<file path="config.mk">
export PLATFORM = sky130hd
export DESIGN_NAME = pwm_force_stage
export DESIGN_NICKNAME = d
export VERILOG_FILES = /design/src/rtl/pfo_pkg.sv /design/src/rtl/pfo_cmd_buffer.sv /design/src/rtl/pfo_force_enable.sv /design/src/rtl/pfo_channel_mux.sv /design/src/rtl/pwm_force_stage.sv
export SDC_FILE = /design/constraint.sdc
export NUM_CORES = 1
export LEC_CHECK = 0
export CAP_MARGIN = 15
export CORE_MARGIN = 3
export CORE_UTILIZATION = 45
export DETAILED_ROUTE_END_ITERATION = 16
export PLACE_DENSITY = 0.84
export REMOVE_ABC_BUFFERS = 1
export SYNTH_ARGS = -nofsm -noshare
export SYNTH_HDL_FRONTEND = slang
export SYNTH_SLANG_ARGS = --single-unit
</file>
<file path="constraint.sdc">
create_clock -name clk -period 4.03 [get_ports clk]
set_input_delay 0.403 -clock clk [delete_from_list [all_inputs] [get_ports clk]]
set_output_delay 0.403 -clock clk [all_outputs]
set_load 0.02 [all_outputs]
</file>
<file path="src/rtl/pfo_pkg.sv">
package pfo_pkg;

  typedef enum logic [1:0] {
    CODE_LOW  = 2'd0,
    CODE_HIGH = 2'd1,
    CODE_HIZ  = 2'd2,
    CODE_PASS = 2'd3
  } force_code_e;

  typedef enum logic [1:0] {
    LOAD_NOW    = 2'd0,
    LOAD_RELOAD = 2'd1,
    LOAD_SYNC   = 2'd2,
    LOAD_NEVER  = 2'd3
  } load_mode_e;

  localparam int CODE_W = 2;

endpackage

</file>
<file path="src/rtl/pfo_cmd_buffer.sv">
module pfo_cmd_buffer
  import pfo_pkg::*;
#(
  parameter int NUM_CH    = 8,
  parameter int NUM_CMP   = 8,
  parameter int CMP_IDX_W = (NUM_CMP > 1) ? $clog2(NUM_CMP) : 1
) (
  input  logic                       clk,
  input  logic                       rst,
  input  logic                       cmd_wr,
  input  logic [CODE_W*NUM_CH-1:0]   cmd_wdata,
  input  logic [1:0]                 load_mode,
  input  logic                       cmp_load_en,
  input  logic [CMP_IDX_W-1:0]       cmp_sel,
  input  logic [NUM_CMP-1:0]         cmp_match,
  input  logic                       reload_pulse,
  input  logic                       sync_in,
  output logic [CODE_W*NUM_CH-1:0]   active_cmd
);

  localparam int CMD_W = CODE_W * NUM_CH;

  logic [CMD_W-1:0] shadow_q;
  logic [CMD_W-1:0] shadow_next;
  logic             load_evt;

  // A write in the same cycle as a load event feeds the new word straight through
  assign shadow_next = cmd_wr ? cmd_wdata : shadow_q;

  always_comb begin
    load_evt = 1'b0;
    if (cmp_load_en) begin
      load_evt = cmp_match[cmp_sel];
    end else begin
      unique case (load_mode_e'(load_mode))
        LOAD_NOW:    load_evt = cmd_wr;
        LOAD_RELOAD: load_evt = reload_pulse;
        LOAD_SYNC:   load_evt = sync_in;
        LOAD_NEVER:  load_evt = 1'b0;
        default:     load_evt = 1'b0;
      endcase
    end
  end

  always_ff @(posedge clk) begin
    if (rst) begin
      shadow_q   <= '1;
      active_cmd <= '1;
    end else begin
      shadow_q <= shadow_next;
      if (load_evt) begin
        active_cmd <= shadow_next;
      end
    end
  end

endmodule

</file>
<file path="src/rtl/pfo_force_enable.sv">
module pfo_force_enable #(
  parameter int NUM_CH = 8
) (
  input  logic              force_in,
  input  logic              force_pol,
  input  logic              sw_force,
  input  logic [NUM_CH-1:0] src_sel,
  output logic [NUM_CH-1:0] force_en
);

  logic ext_active;

  assign ext_active = force_in ^ force_pol;

  for (genvar g = 0; g < NUM_CH; g++) begin : g_src
    assign force_en[g] = src_sel[g] ? sw_force : ext_active;
  end

endmodule

</file>
<file path="src/rtl/pfo_channel_mux.sv">
module pfo_channel_mux
  import pfo_pkg::*;
#(
  parameter int NUM_CH = 8
) (
  input  logic                     clk,
  input  logic                     rst,
  input  logic [NUM_CH-1:0]        pwm_in,
  input  logic [NUM_CH-1:0]        force_en,
  input  logic [NUM_CH-1:0]        ch_oe,
  input  logic [CODE_W*NUM_CH-1:0] active_cmd,
  output logic [NUM_CH-1:0]        pin_out,
  output logic [NUM_CH-1:0]        pin_oe
);

  for (genvar g = 0; g < NUM_CH; g++) begin : g_ch
    force_code_e code;
    logic        lvl_d;
    logic        oe_d;

    assign code = force_code_e'(active_cmd[CODE_W*g +: CODE_W]);

    always_comb begin
      lvl_d = pwm_in[g];
      oe_d  = 1'b1;
      if (!ch_oe[g]) begin
        lvl_d = 1'b0;
        oe_d  = 1'b0;
      end else if (force_en[g]) begin
        unique case (code)
          CODE_LOW:  begin lvl_d = 1'b0;      oe_d = 1'b1; end
          CODE_HIGH: begin lvl_d = 1'b1;      oe_d = 1'b1; end
          CODE_HIZ:  begin lvl_d = 1'b0;      oe_d = 1'b0; end
          CODE_PASS: begin lvl_d = pwm_in[g]; oe_d = 1'b1; end
          default:   begin lvl_d = pwm_in[g]; oe_d = 1'b1; end
        endcase
      end
    end

    always_ff @(posedge clk) begin
      if (rst) begin
        pin_out[g] <= 1'b0;
        pin_oe[g]  <= 1'b0;
      end else begin
        pin_out[g] <= lvl_d;
        pin_oe[g]  <= oe_d;
      end
    end
  end

endmodule

</file>
<file path="src/rtl/pwm_force_stage.sv">
module pwm_force_stage
  import pfo_pkg::*;
#(
  parameter int NUM_CH    = 8,
  parameter int NUM_CMP   = 8,
  parameter int CMP_IDX_W = (NUM_CMP > 1) ? $clog2(NUM_CMP) : 1,
  parameter int CMD_W     = 2 * NUM_CH
) (
  input  logic                 clk,
  input  logic                 rst,
  input  logic [NUM_CH-1:0]    pwm_in,
  input  logic                 force_in,
  input  logic                 force_pol,
  input  logic                 sw_force,
  input  logic [NUM_CH-1:0]    src_sel,
  input  logic [NUM_CH-1:0]    ch_oe,
  input  logic [1:0]           load_mode,
  input  logic                 cmp_load_en,
  input  logic [CMP_IDX_W-1:0] cmp_sel,
  input  logic [NUM_CMP-1:0]   cmp_match,
  input  logic                 reload_pulse,
  input  logic                 sync_in,
  input  logic                 cmd_wr,
  input  logic [CMD_W-1:0]     cmd_wdata,
  output logic [NUM_CH-1:0]    pin_out,
  output logic [NUM_CH-1:0]    pin_oe
);

  logic [CMD_W-1:0]  active_cmd;
  logic [NUM_CH-1:0] force_en;

  pfo_cmd_buffer #(
    .NUM_CH    (NUM_CH),
    .NUM_CMP   (NUM_CMP),
    .CMP_IDX_W (CMP_IDX_W)
  ) u_cmd (
    .clk          (clk),
    .rst          (rst),
    .cmd_wr       (cmd_wr),
    .cmd_wdata    (cmd_wdata),
    .load_mode    (load_mode),
    .cmp_load_en  (cmp_load_en),
    .cmp_sel      (cmp_sel),
    .cmp_match    (cmp_match),
    .reload_pulse (reload_pulse),
    .sync_in      (sync_in),
    .active_cmd   (active_cmd)
  );

  pfo_force_enable #(
    .NUM_CH (NUM_CH)
  ) u_en (
    .force_in  (force_in),
    .force_pol (force_pol),
    .sw_force  (sw_force),
    .src_sel   (src_sel),
    .force_en  (force_en)
  );

  pfo_channel_mux #(
    .NUM_CH (NUM_CH)
  ) u_mux (
    .clk        (clk),
    .rst        (rst),
    .pwm_in     (pwm_in),
    .force_en   (force_en),
    .ch_oe      (ch_oe),
    .active_cmd (active_cmd),
    .pin_out    (pin_out),
    .pin_oe     (pin_oe)
  );

endmodule

</file>
Word-level counts from Yosys, hierarchy flattened
Cells that the tools add are included.
Cells by class
  reductions and logical operators: 33
  magnitude comparators: 1
  bitwise logic cells: 9
  mux-type cells: 45
  equality and inequality tests: 27
Operators with widths (number)
  $eq 2x2->1 const B: 18
  $reduce_or 2->1: 16
  $mux 1: 26
  $pmux 1 s3: 8
  $reduce_or 3->1: 8
  $eq 2x1->1 const B: 9
  $logic_not 2->1: 9
  $mux 16: 1
  $pmux 1 s2: 8
  $not 1->1: 8
  $lt 3x4->1 const B: 1
  $pmux 1 s4: 1
  $bmux 1 s3: 1
  $xor 1x1->1: 1
Storage, ports and cells
  bits in registers: 48
  logic and storage cells: 133

Longest topological paths before layout
Gate-level depths: netlist (run 1).
  depth in word-level cells: 4
  depth in mapped cells: 5
  depth with buffers taken out: 4

Hierarchy
Synthesis (run 1) repeated with hierarchy kept, for this count alone.
Second synthesis, totals
  cells, all modules: 276
  area, all modules: 2673.8 um^2
By module, submodules not included
  pfo_cmd_buffer: area an instance 1881.8 um^2, cells an instance 203, seq. area each 640.6 um^2, times used 1
  pfo_channel_mux: area an instance 685.7 um^2, cells an instance 64, seq. area each 320.3 um^2, times used 1
  pfo_force_enable: area an instance 106.4 um^2, cells an instance 9, seq. area each 0.0 um^2, times used 1

Worst setup path before layout (run 1)
No wires, ideal clock.
  kind: input to register
  start point: input port cmp_sel[0]
  end point: register u_cmd.active_cmd[15]
  required time: 3900 ps
  path buffers: 1
  stages: 5
  library setup time: 130 ps
  data arrival time: 1446 ps
  slack: 2454 ps
  cell sequence: mux4_2 -> nor2_2 -> o221ai_2 -> buf_6 -> a2bb2oi_1
On the way
  word-level cells in the longest chain between the ends: 3
RTL lines
  from (decl): RTL line pwm_force_stage.sv:19  | input logic [CMP_IDX_W-1:0] cmp_sel,
  $bmux 1 s3: RTL line pfo_cmd_buffer.sv:33  | load_evt = cmp_match[cmp_sel];
  $mux 1 (not written as such): RTL line pfo_cmd_buffer.sv:33
  $mux 1: RTL line pfo_cmd_buffer.sv:32  | if (cmp_load_en) begin
  to (signal assigned): RTL line pfo_cmd_buffer.sv:52  | active_cmd <= shadow_next;
  to (decl): RTL line pfo_cmd_buffer.sv:18  | output logic [CODE_W*NUM_CH-1:0] active_cmd
Every way passes these cells. The select of a mux whose other input is x is not followed.
A chain may end at the register's enable or synchronous reset.

Worst setup path after layout (run 1)
  start point: input port cmd_wr
  end point: register u_cmd.active_cmd[5]
On the way
  word-level cells in the longest chain between the ends: 2
RTL lines
  from (decl): RTL line pwm_force_stage.sv:23  | input logic cmd_wr,
  $pmux 1 s4: RTL line pfo_cmd_buffer.sv:35  | unique case (load_mode_e'(load_mode))
  $mux 1: RTL line pfo_cmd_buffer.sv:32
Parallel ways exist; a longest one is shown, timed or not.

==> results by stage, run 1 <==
Power and ir drop:
- VDD sags by at most around 0.27 mV.
- The total power consumption of the routed design is about 0.0010 W.
- The total leakage power is 1.05 nW.
- The power density of the placed cells is approximately 370 nW/um2.

Placed design:
- Routability-driven placement finished with a final weighted congestion of about 0.7.
- The HPWL after detailed placement is 3320 um.
- The cell count after placement is 300.
- During placement, the flow inserted port buffers numbering 77.

Yosys:
- In the post-synthesis netlist, the biggest area contributors are sky130_fd_sc_hd__dfxtp_1, sky130_fd_sc_hd__a2bb2oi_1, sky130_fd_sc_hd__a211oi_1.
- The gate count after technology mapping is about 180.
- Of the total synthesized cell area, the portion taken by AND, OR, NAND and NOR gates is 0.122.
- The compound-cell area share of the yosys netlist is 0.221.
- For this run, the number of Yosys warnings is 0.
- The number of different library cells in the post-synthesis netlist is 27.
- The synthesized design contains 48 register bits.
- The average instance in the mapped netlist occupies just over 10 um2.
- The share of flip-flops with an asynchronous set or reset after synthesis is 0.
- The most frequently used flop master after synthesis is sky130_fd_sc_hd__dfxtp_1.
- The proportion of synthesized area in mux cells is 0.0836.
- The number of enable-type register cells in the synthesized netlist is 0.
- The share of synthesized area in the top cell type comes to 0.514.
- The dominant combinational cell family by area after synthesis is compound AO/OA/AOI/OAI gates.
- The arithmetic-cell share of the synthesized area counting full adders, half adders and majority gates is 0.
- The share of the synthesized netlist area taken by xor and xnor gates is 0.00468.
- The most area-hungry cell type in the Yosys netlist is sky130_fd_sc_hd__dfxtp_1.
- Of the synthesized area, sequential elements account for 0.514.
- The combined area of all synthesized cells is 1870 um2.

Detailed routing:
- The final wirelength is roughly 4500 um.
- The count of nets left with antenna violations once routing finished came out at 0.
- The number of violations reported at the end of detailed-routing iteration 0 is 78.
- Across all layers, the routed design uses roughly 1600 vias.
- The first detailed-routing pass ran for 4 iterations.
- Dividing the detail-routed wire length by the instance count gives around 15 um.
- In the routed design, unresolved DRC markers number 0.
- Using the TritonRoute via totals, the vias-per-cell ratio works out to 5.06.

Final layout:
- Measured on the finished design, the core utilization comes to 0.721.
- The filler cell count is 316.
- The number of cells in the finished layout apart from fillers is roughly 310.
- The number of antenna diodes in the final layout is 0.
- Of the cells placed in the final design, the portion with a size suffix greater than 1 is 0.100.
- Compared with the post-synthesis result, the final layout area differs by 47.5%.
- At the end of the flow, the number of nets in the layout was about 320.

Hold path:
- The number of cells on the worst hold path is 1.
- In this run the worst hold path is classified as register to register.

GRT:
- The global-route total usage across every layer is 0.193.
- The initial antenna violation count was 0.
- The first-pass GRT wire length is about 7600 um.
- Entering global routing, the biggest net connects 33 pins.
- The number of global-route vias before repair came to roughly 1600.
- The overflow left after global routing is 0.

Setup path:
- The critical path launch point type is an input pin.
- The type of the worst setup path is input pin to register.
- On the critical path the largest part of the delay comes from compound AO/OA/AOI/OAI gates.
- For this run, the slowest stage of the critical path takes roughly 0.60 ns.
- The highest fanout seen on the critical path is 32.
- Counting cells, the worst reg-to-reg path comes to 3.
- The data required time of the worst path is 4.22 ns.
- The critical path capture point type is a register.
- In this run the number of cells on the critical path is 6.
- Together, buffers and inverters on the worst path number 2.
- The critical path goes through clkdlybuf4s50_1 -> buf_4 -> mux2i_1 -> o21a_1 -> o22ai_2 -> mux2_2.
- The cell with the largest stage delay on the worst path is sky130_fd_sc_hd__o22ai_2.
- The data arrival at the endpoint of the critical path is 2.51 ns.

Clocking:
- Counting every sink on the clock net gives 48.
- The clock tree synthesis step divided the H-tree into 2 levels.
- Counting the buffers created by CTS gives 5.
- The TritonCTS clock tree is yes.
- The count of instances resized after the clock tree is built is 0.
- Buffers inserted to repair hold after CTS numbered 0.
- The cell sitting at the root of the clock tree is a sky130_fd_sc_hd__clkbuf_8.
- The maximum buffer depth of the clock tree is 2.
- At the later pin of the worst-skew pair, clock insertion delay measures 0.30 ns.
- The register clock-pin slew on the reported worst setup and hold paths is roughly 0.08 ns.
- Post-CTS timing repair inserted 0 buffers for setup.

Floorplan:
- The die extent in x is between 70 and 80 um.
- In this run the count of I/O pins placed on the die edge is 78.
- The die covers around 5000 um2.
- In this run the core area contains 22 standard-cell rows.
- The die extent in y is between 70 and 80 um.
- For this configuration, the core starts out at a cell density of 0.489.
- The core footprint is between 3000 and 4000 um2.

STA:
- The final count of hold timing violations is 0.
- After layout, the minimum clock period comes to between 2 and 2.5 ns.
- In this run the tightest slew margin relative to its limit is 0.503.
- Dividing the final minimum period by the clock period gives 0.574.
- The count of final setup violators is 0.
- For the final routed database, the setup TNS stands at 0 ns.
- The clock arrives with 0.00320 ns of skew.
- The post-route worst hold slack is ~0.46 ns.
- Setup repair after global routing left no endpoint under its margin.
- The actual transition at the worst max-transition pin is 0.745 ns.
- The final-report max-slew violation count is 0.
- The highest attainable clock frequency is between 0.4 and 0.5 GHz.

Run:
- The tool flagged a number of max-cap violations equal to 0.

Status:
- The run finished with clean final reports.
==> area by class of cell <==
| type | instances | area (um2) | area share |
|---|---|---|---|
| multi-input cells | 110 | 807 | 0.293 |
| well taps | 48 | 60.1 | 0.0218 |
| inverters | 16 | 60.1 | 0.0218 |
| clock inverters | 2 | 10.0 | 0.00363 |
| flip-flops and latches | 48 | 961 | 0.348 |
| clock buffers | 6 | 82.6 | 0.0299 |
| repair buffers | 78 | 778 | 0.282 |
==> registers in the layout, indices dropped and copies added (netlist names) <==
signal,flops
u_mux.pin_oe,8
u_cmd.shadow_q,16
u_mux.pin_out,8
u_cmd.active_cmd,16
==> cells in the mapped netlist, types with 2 or more instances <==
library cell and count:
sky130_fd_sc_hd__a211oi_1 15, sky130_fd_sc_hd__a21oi_1 8, sky130_fd_sc_hd__a2bb2oi_1 15, sky130_fd_sc_hd__buf_1 2, sky130_fd_sc_hd__clkbuf_1 3, sky130_fd_sc_hd__dfxtp_1 48, sky130_fd_sc_hd__inv_1 15, sky130_fd_sc_hd__mux2_2 3
sky130_fd_sc_hd__mux2i_1 10, sky130_fd_sc_hd__nand2_1 10, sky130_fd_sc_hd__nor2_1 8, sky130_fd_sc_hd__nor2b_1 15, sky130_fd_sc_hd__nor3_1 8, sky130_fd_sc_hd__o21ba_2 8, sky130_fd_sc_hd__o221ai_2 2
==> cell families after synthesis <==
kind of cell           after synthesis
multiplexers                        14
flip-flops                          48
AO/OA/AOI/OAI                       50
AND/OR/NAND/NOR                     45
XOR/XNOR                             1
buffers and inverters               24
==> final timing paths <==
check | startpoint | endpoint | slack [ns]
hold reg to reg | u_cmd.active_cmd[5] | u_mux.pin_oe[2] | 0.46
setup reg to reg | u_cmd.shadow_q[10] | u_cmd.active_cmd[10] | 3.03
setup / recovery | cmd_wr | u_cmd.active_cmd[5] | 1.72
hold / removal | u_cmd.active_cmd[5] | u_mux.pin_oe[2] | 0.46
==> worst reg2reg max path, cell delays in order (launching register included) <==
cell,delay (ns)
sky130_fd_sc_hd__dfxtp_1,0.30
sky130_fd_sc_hd__nor2b_1,0.11
sky130_fd_sc_hd__a211oi_1,0.32
sky130_fd_sc_hd__a2bb2oi_1,0.12
==> metrics by stage <==
step	setup slack [ns]	area (um2)
after floorplan	2.41	1830
after global routing	1.54	2760
after global placement	1.49	2670
final	1.72	2760
after detailed placement	1.41	2670
after CTS	1.73	2760
==> placed cells by master (no fill, tap or decap), drive strengths merged, types with 2 or more instances in the layout <==
master          n
inv            15
nor2            9
a211oi         15
clkbuf          6
mux2i          10
clkinv          3
a21oi           8
o221ai          2
clkdlybuf4s50  77
nor2b          15
o21ba           8
a2bb2oi        15
dfxtp          48
mux2            3
nor3            8
nand2          10
==> power breakdown <==
group | switching, W | internal, W
combinational | 0.0000819 | 0.000118
sequential | 0.0000143 | 0.000509
clock | 0.000152 | 0.000137
==> layer usage <==
layer	GRT usage	share of wire	up-vias
met5	0	0	-
li1	-	-	793
met1	0.236	0.43	710
met2	0.322	0.49	47
met4	0.0511	0.011	0
met3	0.0676	0.070	7
(Power assumes the default switching activity.)
==> run 2, diff against run 1 <==
--- a/config.mk
+++ b/config.mk
@@ -7,9 +7,9 @@
 export LEC_CHECK = 0
 export CAP_MARGIN = 15
 export CORE_MARGIN = 3
-export CORE_UTILIZATION = 45
+export CORE_UTILIZATION = 38
 export DETAILED_ROUTE_END_ITERATION = 16
-export PLACE_DENSITY = 0.84
+export PLACE_DENSITY = 0.75
 export REMOVE_ABC_BUFFERS = 1
 export SYNTH_ARGS = -nofsm -noshare
 export SYNTH_HDL_FRONTEND = slang
==> constraint.sdc (replaced) <==
create_clock -name clk -period 2 [get_ports clk]
set_input_delay 0.2 -clock clk [delete_from_list [all_inputs] [get_ports clk]]
set_output_delay 0.2 -clock clk [all_outputs]
set_load 0.02 [all_outputs]
==> run 2 against run 1 <==
Critical path type unchanged. Clock skew grew 0.0028 ns. Clock power increased by 89%. Sequential share of layout area fell by 0.83 points. Count of clock-buffer cells in the layout fell by 1. Critical endpoint is now u_cmd.active_cmd[1]. Sequential cell count did not move. Largest cell class unchanged. Critical path depth unchanged. Cell count increased by 7.1%. Cell area increased by 2.4%. Routed wire length shrank 0.87%. Utilization fell by 10 points. Combinational power is 110% higher.
==> results by stage, run 2 (synthesis results as in run 1) <==
Hold path:
- In this run the worst hold path is classified as input pin to register.
- The number of cells on the worst hold path is 3.

Power and ir drop:
- For this design the ratio of total power to cell area is 713 nW/um2.
- Power comes to about 0.002 W.
- The clock share of power is 0.270.
- The switching fraction of total power is 0.249.
- The analysis attributes to net switching a power of between 0.0005 and 0.0006 W.
- Cell internal power was estimated by the tool at 0.00151 W.
- The part of the total power dissipated in sequential elements is 0.523.
- For this design the static power due to leakage is 1.07 nW.
- Of the total power, combinational logic draws 0.207.
- VDD sags by at most 0.421 mV.

Clocking:
- The TritonCTS clock tree is yes.
- Post-CTS repair changed the size of 0 cells.
- The total CTS buffers is 5.
- Clock-pin slew was measured on the worst setup and hold paths at approximately 0.08 ns.
- The cell at the root of the clock tree is sky130_fd_sc_hd__clkbuf_8.
- The number of hold-repair buffers added at the cts stage is 0.
- Post-CTS timing repair inserted 0 buffers for setup.
- The clock passes through at most 2 buffers.
- The number of H-tree levels is 2.
- The number of sinks handled by clock tree synthesis is 48.
- Clock latency on the worst-skew pair, taken at its later pin, is 0.30 ns.

GRT:
- The first global-routing pass estimated ~7400 um of wire.
- The overflow left after global routing is 0.
- The initial antenna violation count was 0.
- Entering global routing, the biggest net connects 25 pins.
- The number of global-route vias before repair is between 1500 and 2000.
- For this run, the total global-route usage over all layers was measured as 0.158.

Final layout:
- In the final layout, the registers with the most flip-flops are u_cmd.active_cmd x16, u_cmd.shadow_q x16.
- The fraction of layout instances using a drive strength above 1 is 0.117.
- The final non-filler cell area is between 2000 and 3000 um2.
- The number of cells in the finished layout apart from fillers is 330.
- The commonest non-fill, non-tap cell in the layout is sky130_fd_sc_hd__clkdlybuf4s50_1.
- In the layout the commonest cells are sky130_fd_sc_hd__clkdlybuf4s50_1, sky130_fd_sc_hd__dfxtp_1.
- The number of diodes is 0.
- From synthesis to final layout, the design area changed by 51.1%.
- The filler cell count is between 400 and 500.
- The net count of the finished layout is roughly 330.

Detailed routing:
- The post-detailed-route wirelength per cell is between 10 and 15 um.
- The total via count after detailed routing is between 1500 and 2000.
- Dividing the detail-routed via count by the number of cells gives 4.69.
- The number of violations reported at the end of detailed-routing iteration 0 is 66.
- The final layout contains routed wiring with a total length of 4440 um.
- For this run, design rule violations remaining after detail routing come to 0.
- The count of TritonRoute iterations in the first routing pass is 4.
- The count of nets left with antenna violations after detail routing is 0.

Setup path:
- The data required time of the worst path is between 2 and 2.5 ns.
- The largest stage delay on the critical path is between 0.5 and 0.6 ns.
- STA puts the critical path data arrival time at 1.84 ns.
- The critical path capture point type is a register.
- The critical path launch point type is an input pin.
- Traced cell by cell, the critical path runs through clkdlybuf4s50_1 -> mux4_2 -> nor2_2 -> o221ai_2 -> buf_12 -> a2bb2oi_1.
- The type of the worst setup path is input pin to register.
- The highest fanout seen on the critical path is 15.
- For the worst flop-to-flop path, the logic depth is 2.
- The worst register-to-register path has a setup slack of 1.00 ns.
- The slowest stage of the critical path is the sky130_fd_sc_hd__clkdlybuf4s50_1 cell.

Placed design:
- The congestion estimate from routability-driven global placement came to ~0.76.
- Timing analysis after detailed placement gives a worst setup slack of 0.0158 ns.
- The port buffer count is 77.
- The placed wire-length estimate is between 3000 and 4000 um.
- Including well taps, the total number of placed cells is around 320.
- Once placement finished, the instance area stood at approximately 2700 um2.

STA:
- The final-report max-slew violation count is 0.
- Summed over all failing endpoints, the final setup total negative slack is 0 ns.
- Of the available clock period, the critical path in the final layout requires 0.830.
- Setup repair after global routing left no endpoint under its margin.
- The actual transition at the worst max-transition pin is between 0.3 and 0.4 ns.
- In the post-route analysis, the smallest setup slack over all paths is around 0.34 ns.
- The worst-case headroom to the max-slew limit is 0.756.
- The routed design could run at a clock period as short as about 1.7 ns.
- The highest attainable clock frequency is 0.603 GHz.
- The worst clock skew on the final layout is roughly 0.006 ns.
- The final count of hold timing violations is 0.
- The count of final setup violators is 0.

Floorplan:
- From left edge to right edge, the die measures roughly 76 um.
- In this run the standard cell core region covers roughly 4600 um2.
- The full die area is 5800 um2.
- The effective utilization at floorplan is 0.410.
- The number of core rows is 24.
- Measured along the y axis, the die boundary spans approximately 76 um.
- The boundary pin count is 78.

Run:
- The reported max-cap violation count is 0.

Status:
- The flow ran to the end, and the final reports show no timing, DRC or antenna violations.
-- run 2: cell count changes in the layout (fill, tap and decap cells not counted) --
cell and delta:
sky130_fd_sc_hd__buf_4 +5, sky130_fd_sc_hd__buf_12 +1, sky130_fd_sc_hd__clkbuf_8 -1, sky130_fd_sc_hd__clkinv_2 -1, sky130_fd_sc_hd__clkinvlp_4 +1
-- run 2: stage by stage --
| step | utilization | hold slack [ns] |
|---|---|---|
| floorplan | - | 0.299 |
| global placement | 0.601 | 0.456 |
| detailed placement | 0.601 | 0.453 |
| CTS | 0.619 | 0.450 |
| global route | 0.619 | 0.458 |
| finish | 0.619 | 0.455 |
-- run 2: final timing paths --
check                           start             endpoint
hold / removal               ch_oe[2]     u_mux.pin_out[2]
setup / recovery           cmp_sel[0]  u_cmd.active_cmd[1]
setup reg to reg  u_cmd.active_cmd[5]  u_cmd.active_cmd[5]
hold reg to reg   u_cmd.active_cmd[3]      u_mux.pin_oe[1]
-- run 2: final cells by class --
type	count	area [um2]	area share
flip-flops and latches	48	961	0.340
clock inverters	2	12.5	0.00443
multi-input cells	110	807	0.286
clock buffers	5	68.8	0.0243
well taps	65	81.3	0.0288
inverters	16	60.1	0.0212
repair buffers	84	836	0.296
-- run 2: per-layer routing --
layer	part of all wire	global-route usage	wire, um	vias up
met4	0.012	0.0543	54	0
met2	0.45	0.249	1990	50
met1	0.45	0.197	2020	689
met3	0.084	0.0626	372	7
met5	0	0	0	-
li1	-	-	-	801
-- run 2: critical path, delay by kind of cell --
kind                   cells  cell delay (ns)
buffers and inverters      2             0.70
muxes                      1             0.53
AOI/OAI and AO/OA          2             0.26
and+or+nand+nor            1             0.15
-- run 2: power by group through the flow --
| stage | sequential [W] | clock [W] | combinational (W) |
|---|---|---|---|
| after floorplan | 0.00109 | 0 | 0.000165 |
| after global routing | 0.00106 | 0.000594 | 0.000451 |
| after detailed placement | 0.00108 | 0 | 0.000419 |
| after global placement | 0.00108 | 0 | 0.000413 |
| after CTS | 0.00106 | 0.000556 | 0.000420 |
| final | 0.00105 | 0.000545 | 0.000417 |
==> run 3, diff against run 2 <==
--- a/config.mk
+++ b/config.mk
@@ -7,9 +7,9 @@
 export LEC_CHECK = 0
 export CAP_MARGIN = 15
 export CORE_MARGIN = 3
-export CORE_UTILIZATION = 38
+export CORE_UTILIZATION = 42
 export DETAILED_ROUTE_END_ITERATION = 16
-export PLACE_DENSITY = 0.75
+export PLACE_DENSITY = 0.79
 export REMOVE_ABC_BUFFERS = 1
 export SYNTH_ARGS = -nofsm -noshare
 export SYNTH_HDL_FRONTEND = slang
==> constraint.sdc (replaced) <==
create_clock -name clk -period 1.56 [get_ports clk]
set_input_delay 0.156 -clock clk [delete_from_list [all_inputs] [get_ports clk]]
set_output_delay 0.156 -clock clk [all_outputs]
set_load 0.02 [all_outputs]
==> run 3 against run 2 <==
Cell area grew 2.0%. Routed wire length increased by 4.5%. Critical path depth did not move. Cell count down 2.4%. Sequential power grew 29%. Sequential cell count did not move. Hold slack worse by 0.047 ns. Combinational power rose by 33%.
==> results by stage, run 3 (synthesis results as in run 1) <==
Status:
- The flow ran to the end, and the final reports show no timing, DRC or antenna violations.

Detailed routing:
- The number of violations reported at the end of detailed-routing iteration 0 is 60.
- After detailed routing, the average wire length per cell comes to 14.4 um.
- The first detailed-routing pass took 4 iterations.
- The count of nets left with antenna violations after detail routing is 0.
- The final wirelength is 4640 um.
- For this run, design rule violations remaining after detail routing come to 0.
- The total via count after detailed routing is 1590.
- The ratio of routed vias to standard cells is between 4 and 5.

Clocking:
- Clock latency on the worst-skew pair, taken at its later pin, is 0.30 ns.
- The maximum buffer depth of the clock tree is 2.
- The cell at the root of the clock tree is sky130_fd_sc_hd__clkbuf_8.
- Post-CTS repair changed the size of 2 cells.
- The total CTS buffers is 5.
- The clock drives 48 sinks.
- The buffers inserted during post-CTS setup optimization is 0.
- TritonCTS built the clock tree.
- The number of hold-repair buffers added at the cts stage is 0.
- The number of H-tree levels is 2.
- The register clock-pin slew on the reported worst setup and hold paths is ~0.090 ns.

GRT:
- The number of global-route vias before repair came to about 1600.
- The largest net degree at the start of global routing is 23.
- The overflow left after global routing is 0.
- The global-route total usage across every layer is 0.184.
- The initial antenna violation count is 0.
- The first-pass GRT wire length is approximately 7500 um.

Setup path:
- The critical path goes through clkdlybuf4s50_1 -> mux4_2 -> nor2_4 -> o221ai_2 -> buf_12 -> a2bb2oi_1.
- The critical path capture point type is a register.
- The type of the worst setup path is input pin to register.
- The slowest stage of the critical path belongs to the cell sky130_fd_sc_hd__mux4_2.
- In this design, the stage delay of the slowest critical-path cell is a little under 0.5 ns.
- For the worst setup path, the data required time is ~1.7 ns.
- The data arrival at the endpoint of the critical path is about 1.6 ns.
- The highest fanout seen on the critical path is 15.
- The depth of the most critical reg-to-reg path is 3.
- The critical path launch point type is an input pin.

Floorplan:
- 78 I/O pins were placed.
- Row generation in the floorplan step produced 23 rows.
- The effective utilization at floorplan is 0.451.
- The die extent in y is approximately 73 um.
- The floorplan step defined a die boundary enclosing around 5300 um2.
- The die is ~73 um wide.
- The core footprint is roughly 4100 um2.

Power and ir drop:
- In this run the static leakage power is about 1.1 nW.
- Total power for the finished layout comes to 0.00280 W.
- For this design the ratio of total power to cell area is 970 nW/um2.
- The worst-case vdd ir drop is slightly above 0.6 mV.

STA:
- Setup violations remaining at the end of the flow were counted as 0.
- Static timing analysis puts the maximum clock frequency at 0.705 GHz.
- The final count of hold timing violations came to 0.
- The worst-case headroom to the max-slew limit is 0.757.
- The final critical path time including I/O delays and setup is approximately 1.4 ns.
- Setup repair after global routing left no endpoint under its margin.
- The final-report max-slew violation count came to 0.
- The post-route fraction of the period consumed by the critical path is 0.909.
- Final hold analysis gives a worst-case slack of ~0.41 ns.
- On the final layout, the worst clock skew is around 0.0047 ns.
- At the pin with the least slew margin, the transition time is ~0.36 ns.

Final layout:
- The number of nets in the finished design is ~330.
- The number of diodes is 0.
- The number of cells in the finished layout apart from fillers is between 300 and 400.
- The commonest non-fill, non-tap cell in the layout is sky130_fd_sc_hd__clkdlybuf4s50_1.
- The fraction of layout instances using a drive strength above 1 is 0.136.
- From synthesis to final layout, the design area changed by 54.1%.
- The largest registers in the layout are u_cmd.active_cmd x16, u_cmd.shadow_q x16.
- Once layout is complete, the utilization of the core stands at 0.696.
- Leaving out fill and tap cells, the most frequent cells in the layout are sky130_fd_sc_hd__clkdlybuf4s50_1, sky130_fd_sc_hd__dfxtp_1.

Hold path:
- The number of cells on the worst hold path is 3.
- The class of the worst hold path is input pin to register.

Placed design:
- The final weighted congestion in routability-driven placement is between 0.7 and 0.8.
- The port buffer count is 77.
- After legalization and detailed placement, the total HPWL measured approximately 3500 um.
- The cell count after placement is 314.

Run:
- Max-cap violations in this run came to 0.
## run 3: cell type report
cell class / count / area, um2
multi-input cells: 110 / 812
clock inverters: 2 / 35.0
well taps: 50 / 62.6
clock buffers: 6 / 72.6
repair buffers: 90 / 880
inverters: 16 / 60.1
flip-flops and latches: 48 / 961
fillers: 341 / 1260
## run 3: critical path, delay by kind of cell
kind / cells / cell delay, ns
AOI/OAI and AO/OA: 2 / 0.25
and+or+nand+nor: 1 / 0.13
muxes: 1 / 0.49
buffers and inverters: 2 / 0.57
## run 3: metrics by stage
step,instance area [um2],worst slack [ns],setup TNS [ns]
6_report,2880,0.142,0
2_1_floorplan,1830,0.183,0
4_1_cts,2880,0.126,0
3_3_place_gp,2770,-0.360,-5.67
5_1_grt,2880,0.0451,0
3_5_place_dp,2770,-0.401,-6.13
## run 3: power by group
| part | total [W] | internal (W) | switching (W) |
|---|---|---|---|
| Clock | 0.000891 | 0.000476 | 0.000414 |
| Sequential | 0.00135 | 0.00131 | 0.0000363 |
| Combinational | 0.000554 | 0.000335 | 0.000219 |
| Total | 0.00280 | 0.00213 | 0.000670 |
## run 3: per-layer routing
| metal | up-vias | wire length (um) | global-route usage |
|---|---|---|---|
| met1 | 722 | 2140 | 0.250 |
| met3 | 6 | 313 | 0.0537 |
| met4 | 0 | 50 | 0.0492 |
| met2 | 45 | 2140 | 0.286 |
| li1 | 817 | - | - |
| met5 | - | 0 | 0 |
## run 3: path summary, 6_finish.rpt
kind                                           from              endpoint  slack, ns
worst max-delay path                   cmp_match[2]  u_cmd.active_cmd[15]       0.14
worst min-delay path                       ch_oe[2]       u_mux.pin_oe[2]       0.41
worst max register to register   u_cmd.shadow_q[12]  u_cmd.active_cmd[12]       0.55
worst min register to register  u_cmd.active_cmd[5]       u_mux.pin_oe[2]       0.47
